===== config.mk =====
export PLATFORM = sky130hd
export DESIGN_NAME = mii_rx_errcode
export DESIGN_NICKNAME = d
export VERILOG_FILES = /design/src/rtl/mii_rxerr_pkg.sv /design/src/rtl/mii_rxerr_prio.sv /design/src/rtl/mii_rxerr_fsm.sv /design/src/rtl/mii_rxerr_drive.sv /design/src/rtl/mii_rx_errcode.sv
export SDC_FILE = /design/constraint.sdc
export NUM_CORES = 1
export LEC_CHECK = 0
export BUFFER_PORTS_ARGS = -buffer_cell sky130_fd_sc_hd__buf_4
export CAP_MARGIN = 20
export CORE_AREA = 2 2 39 41
export DETAILED_ROUTE_END_ITERATION = 12
export DIE_AREA = 0 0 41 43
export PLACE_DENSITY_LB_ADDON = 0.05
export SYNTH_ARGS = -nofsm -noshare
export SYNTH_HDL_FRONTEND = slang
export SYNTH_HIERARCHICAL = 1
export SYNTH_SLANG_ARGS = --single-unit

===== constraint.sdc =====
create_clock -name clk -period 2.95 [get_ports clk]
set_input_delay 0.1475 -clock clk [delete_from_list [all_inputs] [get_ports clk]]
set_output_delay 0.1475 -clock clk [all_outputs]
set_load 0.02 [all_outputs]

===== src/rtl/mii_rxerr_pkg.sv =====
package mii_rxerr_pkg;

    typedef enum logic [1:0] {
        ST_PASS = 2'd0,
        ST_SHOW = 2'd1,
        ST_MUTE = 2'd2
    } rx_state_e;

    typedef enum logic [2:0] {
        CLS_NONE = 3'd0,
        CLS_PKT  = 3'd1,
        CLS_LINK = 3'd2,
        CLS_PREM = 3'd3,
        CLS_CODE = 3'd4
    } err_cls_e;

    localparam logic [3:0] CODE_PKT  = 4'h2;
    localparam logic [3:0] CODE_LINK = 4'h3;
    localparam logic [3:0] CODE_PREM = 4'h4;
    localparam logic [3:0] CODE_CODE = 4'h5;

    function automatic logic [3:0] cls_to_code(input err_cls_e cls);
        logic [3:0] c;
        unique case (cls)
            CLS_PKT:  c = CODE_PKT;
            CLS_LINK: c = CODE_LINK;
            CLS_PREM: c = CODE_PREM;
            CLS_CODE: c = CODE_CODE;
            default:  c = 4'h0;
        endcase
        return c;
    endfunction

endpackage


===== src/rtl/mii_rxerr_prio.sv =====
module mii_rxerr_prio
    import mii_rxerr_pkg::*;
(
    input  logic     err_pkt,
    input  logic     err_link,
    input  logic     err_prem,
    input  logic     err_code,
    output err_cls_e cls
);

    // Highest class wins: code, premature end, link, packet
    always_comb begin
        if (err_code)      cls = CLS_CODE;
        else if (err_prem) cls = CLS_PREM;
        else if (err_link) cls = CLS_LINK;
        else if (err_pkt)  cls = CLS_PKT;
        else               cls = CLS_NONE;
    end

endmodule


===== src/rtl/mii_rxerr_fsm.sv =====
module mii_rxerr_fsm
    import mii_rxerr_pkg::*;
(
    input  logic      clk,
    input  logic      rst_n,
    input  logic      speed_100,
    input  err_cls_e  cls,
    input  logic      cfg_rep_pkt,
    input  logic      cfg_rep_link,
    output rx_state_e state_q,
    output rx_state_e state_d
);

    // Next-state decision
    always_comb begin
        state_d = ST_PASS;
        if (speed_100) begin
            unique case (cls)
                CLS_CODE, CLS_PREM: state_d = ST_SHOW;
                CLS_PKT:  state_d = (state_q == ST_PASS || cfg_rep_pkt)  ? ST_SHOW : ST_MUTE;
                CLS_LINK: state_d = (state_q == ST_PASS || cfg_rep_link) ? ST_SHOW : ST_MUTE;
                default:  state_d = ST_PASS;
            endcase
        end
    end

    // State register
    always_ff @(posedge clk) begin
        if (!rst_n) state_q <= ST_PASS;
        else        state_q <= state_d;
    end

    // packet-only run continuing without repeat must go quiet
    a_r6_pkt_mute: assert property (@(posedge clk) disable iff (!rst_n)
        (speed_100 && cls == CLS_PKT && state_q != ST_PASS && !cfg_rep_pkt)
        |=> state_q == ST_MUTE);

    // severe classes always show their code
    a_r3_severe_show: assert property (@(posedge clk) disable iff (!rst_n)
        (speed_100 && (cls == CLS_CODE || cls == CLS_PREM)) |=> state_q == ST_SHOW);

endmodule


===== src/rtl/mii_rxerr_drive.sv =====
module mii_rxerr_drive
    import mii_rxerr_pkg::*;
#(
    parameter int NIB_W = 4
) (
    input  logic             clk,
    input  logic             rst_n,
    input  logic             speed_100,
    input  logic             ser_sel,
    input  rx_state_e        state_d,
    input  err_cls_e         cls,
    input  logic [NIB_W-1:0] in_nib,
    input  logic             in_dv,
    output logic [NIB_W-1:0] rxd_out,
    output logic             rx_dv_out,
    output logic             rx_er_out,
    output logic [NIB_W-1:0] rxd_oe
);

    localparam int CODE_W = 4;

    logic             serial_mode;
    logic [NIB_W-1:0] nib_d;

    assign serial_mode = !speed_100 && ser_sel;

    // Output selection from the next state
    always_comb begin
        unique case (state_d)
            ST_SHOW: nib_d = NIB_W'({cls_to_code(cls)});
            ST_MUTE: nib_d = '0;
            default: nib_d = in_nib;
        endcase
    end

    always_ff @(posedge clk) begin
        if (!rst_n) begin
            rx_dv_out <= 1'b0;
            rx_er_out <= 1'b0;
        end else begin
            rx_dv_out <= in_dv;
            rx_er_out <= (state_d != ST_PASS);
        end
    end

    // Per-bit data and enable: bit 0 always driven, upper bits released in serial mode
    for (genvar b = 0; b < NIB_W; b++) begin : g_bit
        if (b == 0) begin : g_lsb
            always_ff @(posedge clk) begin
                if (!rst_n) begin
                    rxd_out[b] <= 1'b0;
                    rxd_oe[b]  <= 1'b1;
                end else begin
                    rxd_out[b] <= nib_d[b];
                    rxd_oe[b]  <= 1'b1;
                end
            end
        end else begin : g_upper
            always_ff @(posedge clk) begin
                if (!rst_n) begin
                    rxd_out[b] <= 1'b0;
                    rxd_oe[b]  <= 1'b1;
                end else begin
                    rxd_out[b] <= serial_mode ? 1'b0 : nib_d[b];
                    rxd_oe[b]  <= !serial_mode;
                end
            end
        end
    end

    // no error reported at 10 Mb/s
    a_r8_no_er_slow: assert property (@(posedge clk) disable iff (!rst_n)
        !speed_100 |=> !rx_er_out);

    // serial mode releases upper bits
    a_r9_serial_oe: assert property (@(posedge clk) disable iff (!rst_n)
        serial_mode |=> (rxd_oe == NIB_W'(1)) && (rxd_out[NIB_W-1:1] == '0));

    // valid flag follows input
    a_r2_dv_follow: assert property (@(posedge clk) disable iff (!rst_n)
        1'b1 |=> rx_dv_out == $past(in_dv));

    // synchronous reset state
    a_r1_reset_state: assert property (@(posedge clk)
        !rst_n |=> (rxd_out == '0) && !rx_dv_out && !rx_er_out && (rxd_oe == '1));

    initial begin
        a_code_width: assert (NIB_W >= CODE_W);
    end

endmodule


===== src/rtl/mii_rx_errcode.sv =====
module mii_rx_errcode
    import mii_rxerr_pkg::*;
#(
    parameter int NIB_W = 4
) (
    input  logic             clk,
    input  logic             rst_n,
    input  logic             speed_100,
    input  logic             ser_sel,
    input  logic             cfg_rep_pkt,
    input  logic             cfg_rep_link,
    input  logic [NIB_W-1:0] in_nib,
    input  logic             in_dv,
    input  logic             err_pkt,
    input  logic             err_link,
    input  logic             err_prem,
    input  logic             err_code,
    output logic [NIB_W-1:0] rxd_out,
    output logic             rx_dv_out,
    output logic             rx_er_out,
    output logic [NIB_W-1:0] rxd_oe
);

    err_cls_e  cls;
    rx_state_e state_q;
    rx_state_e state_d;

    mii_rxerr_prio u_prio (
        .err_pkt  (err_pkt),
        .err_link (err_link),
        .err_prem (err_prem),
        .err_code (err_code),
        .cls      (cls)
    );

    mii_rxerr_fsm u_fsm (
        .clk          (clk),
        .rst_n        (rst_n),
        .speed_100    (speed_100),
        .cls          (cls),
        .cfg_rep_pkt  (cfg_rep_pkt),
        .cfg_rep_link (cfg_rep_link),
        .state_q      (state_q),
        .state_d      (state_d)
    );

    mii_rxerr_drive #(.NIB_W(NIB_W)) u_drive (
        .clk       (clk),
        .rst_n     (rst_n),
        .speed_100 (speed_100),
        .ser_sel   (ser_sel),
        .state_d   (state_d),
        .cls       (cls),
        .in_nib    (in_nib),
        .in_dv     (in_dv),
        .rxd_out   (rxd_out),
        .rx_dv_out (rx_dv_out),
        .rx_er_out (rx_er_out),
        .rxd_oe    (rxd_oe)
    );

    // coding error shows 4'h5 with error flag
    a_r3_code_out: assert property (@(posedge clk) disable iff (!rst_n)
        (speed_100 && err_code) |=> rx_er_out && (rxd_out == NIB_W'(4'h5)));

    // premature end (no coding error) shows 4'h4
    a_r4_prem_out: assert property (@(posedge clk) disable iff (!rst_n)
        (speed_100 && err_prem && !err_code) |=> rx_er_out && (rxd_out == NIB_W'(4'h4)));

    // link run start shows 4'h3
    a_r7_link_start: assert property (@(posedge clk) disable iff (!rst_n)
        (speed_100 && err_link && !err_prem && !err_code && !rx_er_out)
        |=> rxd_out == NIB_W'(4'h3));

    // clean 100 Mb/s cycle passes the nibble
    a_r2_pass: assert property (@(posedge clk) disable iff (!rst_n)
        (speed_100 && !err_pkt && !err_link && !err_prem && !err_code)
        |=> !rx_er_out && (rxd_out == $past(in_nib)));

endmodule


* Word level (Yosys, flattened, before mapping) *
Cells that the tools add are included.

storage, ports and cells
  logic and storage cells = 34
  bits of input ports = 15
  output and inout port bits = 10
  register bits = 9

operators by class
  eq/ne operators = 6
  bitwise logic cells = 1
  reduce and logical (&&, ||, !) cells = 9
  muxes and demuxes = 10

operators with widths
  cell                                            count
  case mux 3 bit (4 select lines)                 1
  2-to-1 mux 3 bit                                3
  case mux 4 bit (2 select lines)                 1
  == test 3 x 2 -> 1 bit (second input constant)  2
  2-to-1 mux 2 bit                                3
  case mux 2 bit (3 select lines)                 1
  OR reduction 2 bit                              2
  == test 3 x 1 -> 1 bit (second input constant)  1
  == test 3 bit (second input constant)           1
  == test 2 x 1 -> 1 bit (second input constant)  1
  == test 2 bit (second input constant)           1
  logical NOT 1 bit                               2
  logical NOT 2 bit                               1
  logical OR 1 bit                                2
  nonzero test 2 bit                              1
  logical AND 1 bit                               1
  2-to-1 mux 1 bit                                1
  NOT 1 bit                                       1

* Longest topological paths before layout *
  depth after elaboration = 10
  depth in mapped cells = 10
  gate-level depth less buffers = 10

* Modules after synthesis *
Netlist, hierarchy kept.

by module, submodules not included
  module           area each (um^2)  instances  cells an instance  seq. area each (um^2)
  mii_rxerr_drive  326.6             1          36                 140.1
  mii_rxerr_fsm    152.6             1          16                 40.0
  mii_rxerr_prio   33.8              1          6                  0.0

* Least setup slack after synthesis *
No wires, ideal clock.

  path type = input to register
  from = input port err_link
  to = register u_drive.rxd_out[3]
  data arrival time = 2.071 ns
  cell stages on the path = 8
  setup slack = 0.820 ns
  buffers on the path = 0
  path through = nand2b_1 -> a21oi_2 -> or3b_2 -> a2111oi_4 -> inv_1 -> ha_1 -> nor3_1 -> and2_1

on the way
  longest elaborated chain between the ends = 9
  elaborated cells on any way between the ends = 13
  classes of those cells = eq/ne: 6; mux: 6; reduce/logical: 1

ends and longest elaborated chain
  item                                                     line                   source
  from (decl)                                              mii_rx_errcode.sv:15   input logic err_link,
  2-to-1 mux 3 bit *                                       mii_rxerr_prio.sv:15   else if (err_link) cls = CLS_LINK;
  2-to-1 mux 3 bit *                                       mii_rxerr_prio.sv:14   else if (err_prem) cls = CLS_PREM;
  2-to-1 mux 3 bit *                                       mii_rxerr_prio.sv:13   if (err_code) cls = CLS_CODE;
  named net cls[0]                                         mii_rx_errcode.sv:24   err_cls_e cls;
  == test 3 x 2 -> 1 bit or == test 3 bit (tied branches)  mii_rxerr_fsm.sv:18    unique case (cls)
  OR reduction 2 bit                                       mii_rxerr_fsm.sv:18
  case mux 2 bit (3 select lines) *                        mii_rxerr_fsm.sv:18
  2-to-1 mux 2 bit *                                       mii_rxerr_fsm.sv:17    if (speed_100) begin
  named net state_d[1]                                     mii_rx_errcode.sv:26   rx_state_e state_d;
  == test 2 bit or == test 2 x 1 -> 1 bit (tied branches)  mii_rxerr_drive.sv:29  unique case (state_d)
  case mux 4 bit (2 select lines) *                        mii_rxerr_drive.sv:29
  to (signal, indexed assignment)                          mii_rxerr_drive.sv:64  rxd_out[b] <= serial_mode ? 1'b0 : nib_d[b];
  to (decl)                                                mii_rxerr_drive.sv:14  output logic [NIB_W-1:0] rxd_out,

Mark *: on every way through the listed nets, which the timed path passes. The rest lies on a longest branch.
A chain may end at the register's enable or synchronous reset.

* Final worst setup path *
  from = input port err_code
  to = register u_drive.rxd_out[3]

on the way
  longest elaborated chain between the ends = 7
  elaborated cells on any way between the ends = 11
  classes of those cells = eq/ne: 6; mux: 4; reduce/logical: 1

ends and longest elaborated chain
  item                                                     line                   source
  from (decl)                                              mii_rx_errcode.sv:17   input logic err_code,
  2-to-1 mux 3 bit *                                       mii_rxerr_prio.sv:13
  named net cls[1]                                         mii_rx_errcode.sv:24
  == test 3 x 2 -> 1 bit or == test 3 bit (tied branches)  mii_rxerr_fsm.sv:18
  OR reduction 2 bit                                       mii_rxerr_fsm.sv:18
  case mux 2 bit (3 select lines) *                        mii_rxerr_fsm.sv:18
  2-to-1 mux 2 bit *                                       mii_rxerr_fsm.sv:17
  named net state_d[1]                                     mii_rx_errcode.sv:26
  == test 2 bit or == test 2 x 1 -> 1 bit (tied branches)  mii_rxerr_drive.sv:29
  case mux 4 bit (2 select lines) *                        mii_rxerr_drive.sv:29

Marks and branches as above.

==> results.toml <==
[detailed_routing]
drtIter0Drc = 0
ant_nets = 0
drc_errors = 0
num_vias = 453
drt-total-wl_um = 944
routedWlPerCell_um = 9.73
firstDrtPassIters = 1
viasPerCell = 4.67

[global_routing]
grtUsageTotal = 0.149
grt_pass1_wl_mm = 1.87
grt_max_degree = 10
grt-ovfl-total = 0
antenna_found_initial = 0
grt_pass1_vias = 476

[cts]
htreeDepth = 1
cts.repair.resized = 0
hold_buffers = 0
clk_latency_ps = 250
cts.clk_slew.worst_paths_ps = 60
cts.sinks = 9
cts_tree = "yes"
clockRootBuffer = "clkbuf_4"
postCtsSetupBuffers = 0
cts_max_path_buffers = 2
numCtsBuffers = 3

[synthesis]
synth-seq-cells = 9
ys_warn_count = 6
synth_cell_types = 25
yosysTopAreaCellShare = 0.351
async_reset_ff_frac = 0
synth_common_cells = "9 x dfxtp_1, 7 x inv_1, 5 x nor2_1"
synthCells = 58
syn-cell-area_sq_um = 513
yosysSeqAreaShare = 0.351
syn_avg_cell_area_sq_um = 8.84
yosys-top-cells-area = "dfxtp_1 35%, buf_4 5.9%, a2111oi_4 5.4%, inv_1 5.1%, ha_1 4.9%"
yosys_most_used_dff = "dfxtp_1"
synth_edf_count = 0
yosysMostFrequentCell = "dfxtp_1"
syn_nets = 75
synth_top_area_cell = "dfxtp_1"

[power]
power_uw = 292
pwr-share-clk = 0.307
ir_drop_uv = 133
power.switching_uw = 76.8
power_density_mw_per_mm2 = 415
internal-power_uw = 215
p_sw_frac = 0.263
leakagePower_uw = 0.000319
seqPwrFrac = 0.446
p_comb_frac = 0.247

[finish]
area_delta_synth_final_pct = 36.8
nNetsFinal = 99
n_antenna_cell = 0
final_util = 0.507
fill_cells = 154
drive_gt1_frac = 0.370

[critical_path]
cp_slowest_cell = "nor2_1"
cp_max_fo = 9
worstSetupPathType = "input pin to flop"
crit_family = "simple AND/OR/NAND/NOR gates"
crit_chain = "buf_4, nor2_1, or3b_1, a2111oi_4, inv_1, ha_1, nor3_1, and2_1"
worst-path-buf-inv = 2
endpoint_kind = "flop"
cp-start-kind = "input pin"
cp.required_ps = 3150
cp.arrival_ps = 2460
max_stage_delay_ps = 450

[die]
initial_core_util = 0.371
die_height_um = 43
io_pins = 25
dieArea_sq_mm = 0.00176
rows = 14
dieWidth_um = 41
core_area_sq_mm = 0.00138

[status]
status = "complete, no violations"

[sta]
slew_headroom = 0.633
worstMarginPinSlew_ps = 549
fin_tns_setup_ps = 0
maxSlewViolCount = 0
hold_viol = 0
min_period_ps = 2270
rsz0062_at_grt = "no"
max_freq_mhz = 441
period_share = 0.768
finClkSkew_ps = 2.57
setup_violations = 0

[run]
maxCapViolations = 0

[placed_design]
io_buffers = 23
place_hpwl_um = 811
gp_congestion = 0.684

[worst_hold_path]
hold_class = "input pin to flop"
[layout make-up]
type | instances | area, sq um | share of cell area
multi-input combinational | 38 | 277 | 0.394
sequential | 9 | 180 | 0.257
timing repair buffer | 23 | 173 | 0.246
clock buffer | 4 | 26.3 | 0.0374
inverter | 7 | 26.3 | 0.0374
tap | 16 | 20.0 | 0.0285
[flip-flops by register name, indices dropped and copies added (netlist names)]
signal	cells
u_fsm/state_q	2
u_drive/rx_er_out	1
u_drive/rxd_out	4
u_drive/rxd_oe	1
u_drive/rx_dv_out	1
[power by group through the flow]
stage,logic (uW),clock network (uW),registers [uW]
2_1_floorplan,36.2,0,140
3_3_place_gp,72.8,0,133
3_5_place_dp,73.0,0,133
4_1_cts,73.2,91.7,130
5_1_grt,81.6,103,131
6_report,72.0,89.5,130
[final timing paths]
check / start / to / slack, ps / cells after the start
setup / recovery: err_code / u_drive/rxd_out[3] / 680 / 8
hold / removal: in_nib[3] / u_drive/rxd_out[3] / 100 / 2
setup reg to reg: u_fsm/state_q[1] / u_drive/rxd_out[3] / 1150 / 7
hold reg to reg: u_fsm/state_q[0] / u_fsm/state_q[1] / 780 / 3
[routing by layer]
| layer | up-vias | track usage | share of wire |
|---|---|---|---|
| li1 | 234 | - | - |
| met1 | 200 | 0.196 | 0.42 |
| met2 | 17 | 0.225 | 0.49 |
| met3 | 2 | 0.0157 | 0.065 |
| met4 | 0 | 0.0800 | 0.015 |
| met5 | - | 0 | 0 |
[metrics by stage]
step	hold slack (ps)	worst slack [ps]	cells	instance area (sq um)
6_report	98.4	684	97	702
5_1_grt	98.2	446	97	702
2_1_floorplan	209	820	58	513
4_1_cts	95.1	655	97	702
3_3_place_gp	352	440	93	676
3_5_place_dp	356	418	93	676
[placed cells by master, fill, tap and decap left out, types with 2 or more instances in the layout]
master    Yosys  layout
xor2_1        2       2
nor2_1        5       5
clkbuf_4      0       3
ha_1          2       2
nand2b_1      2       2
buf_4         4      23
dfxtp_1       9       9
nand4_1       2       2
nand2_1       3       3
and2_1        3       3
inv_1         7       7
nor2b_1       3       3
o311ai_0      2       2
a21oi_1       2       2
[kinds of logic after synthesis]
kind of cell,Yosys count,synth area share
XOR/XNOR,3,0.0512
adder cells (fa/ha/maj),2,0.0488
other,1,0.00731
flip-flops,9,0.351
AO/OA/AOI/OAI,9,0.171
AND/OR/NAND/NOR,23,0.261
buffers and inverters,11,0.110
Power figures use the tool's default switching activity.
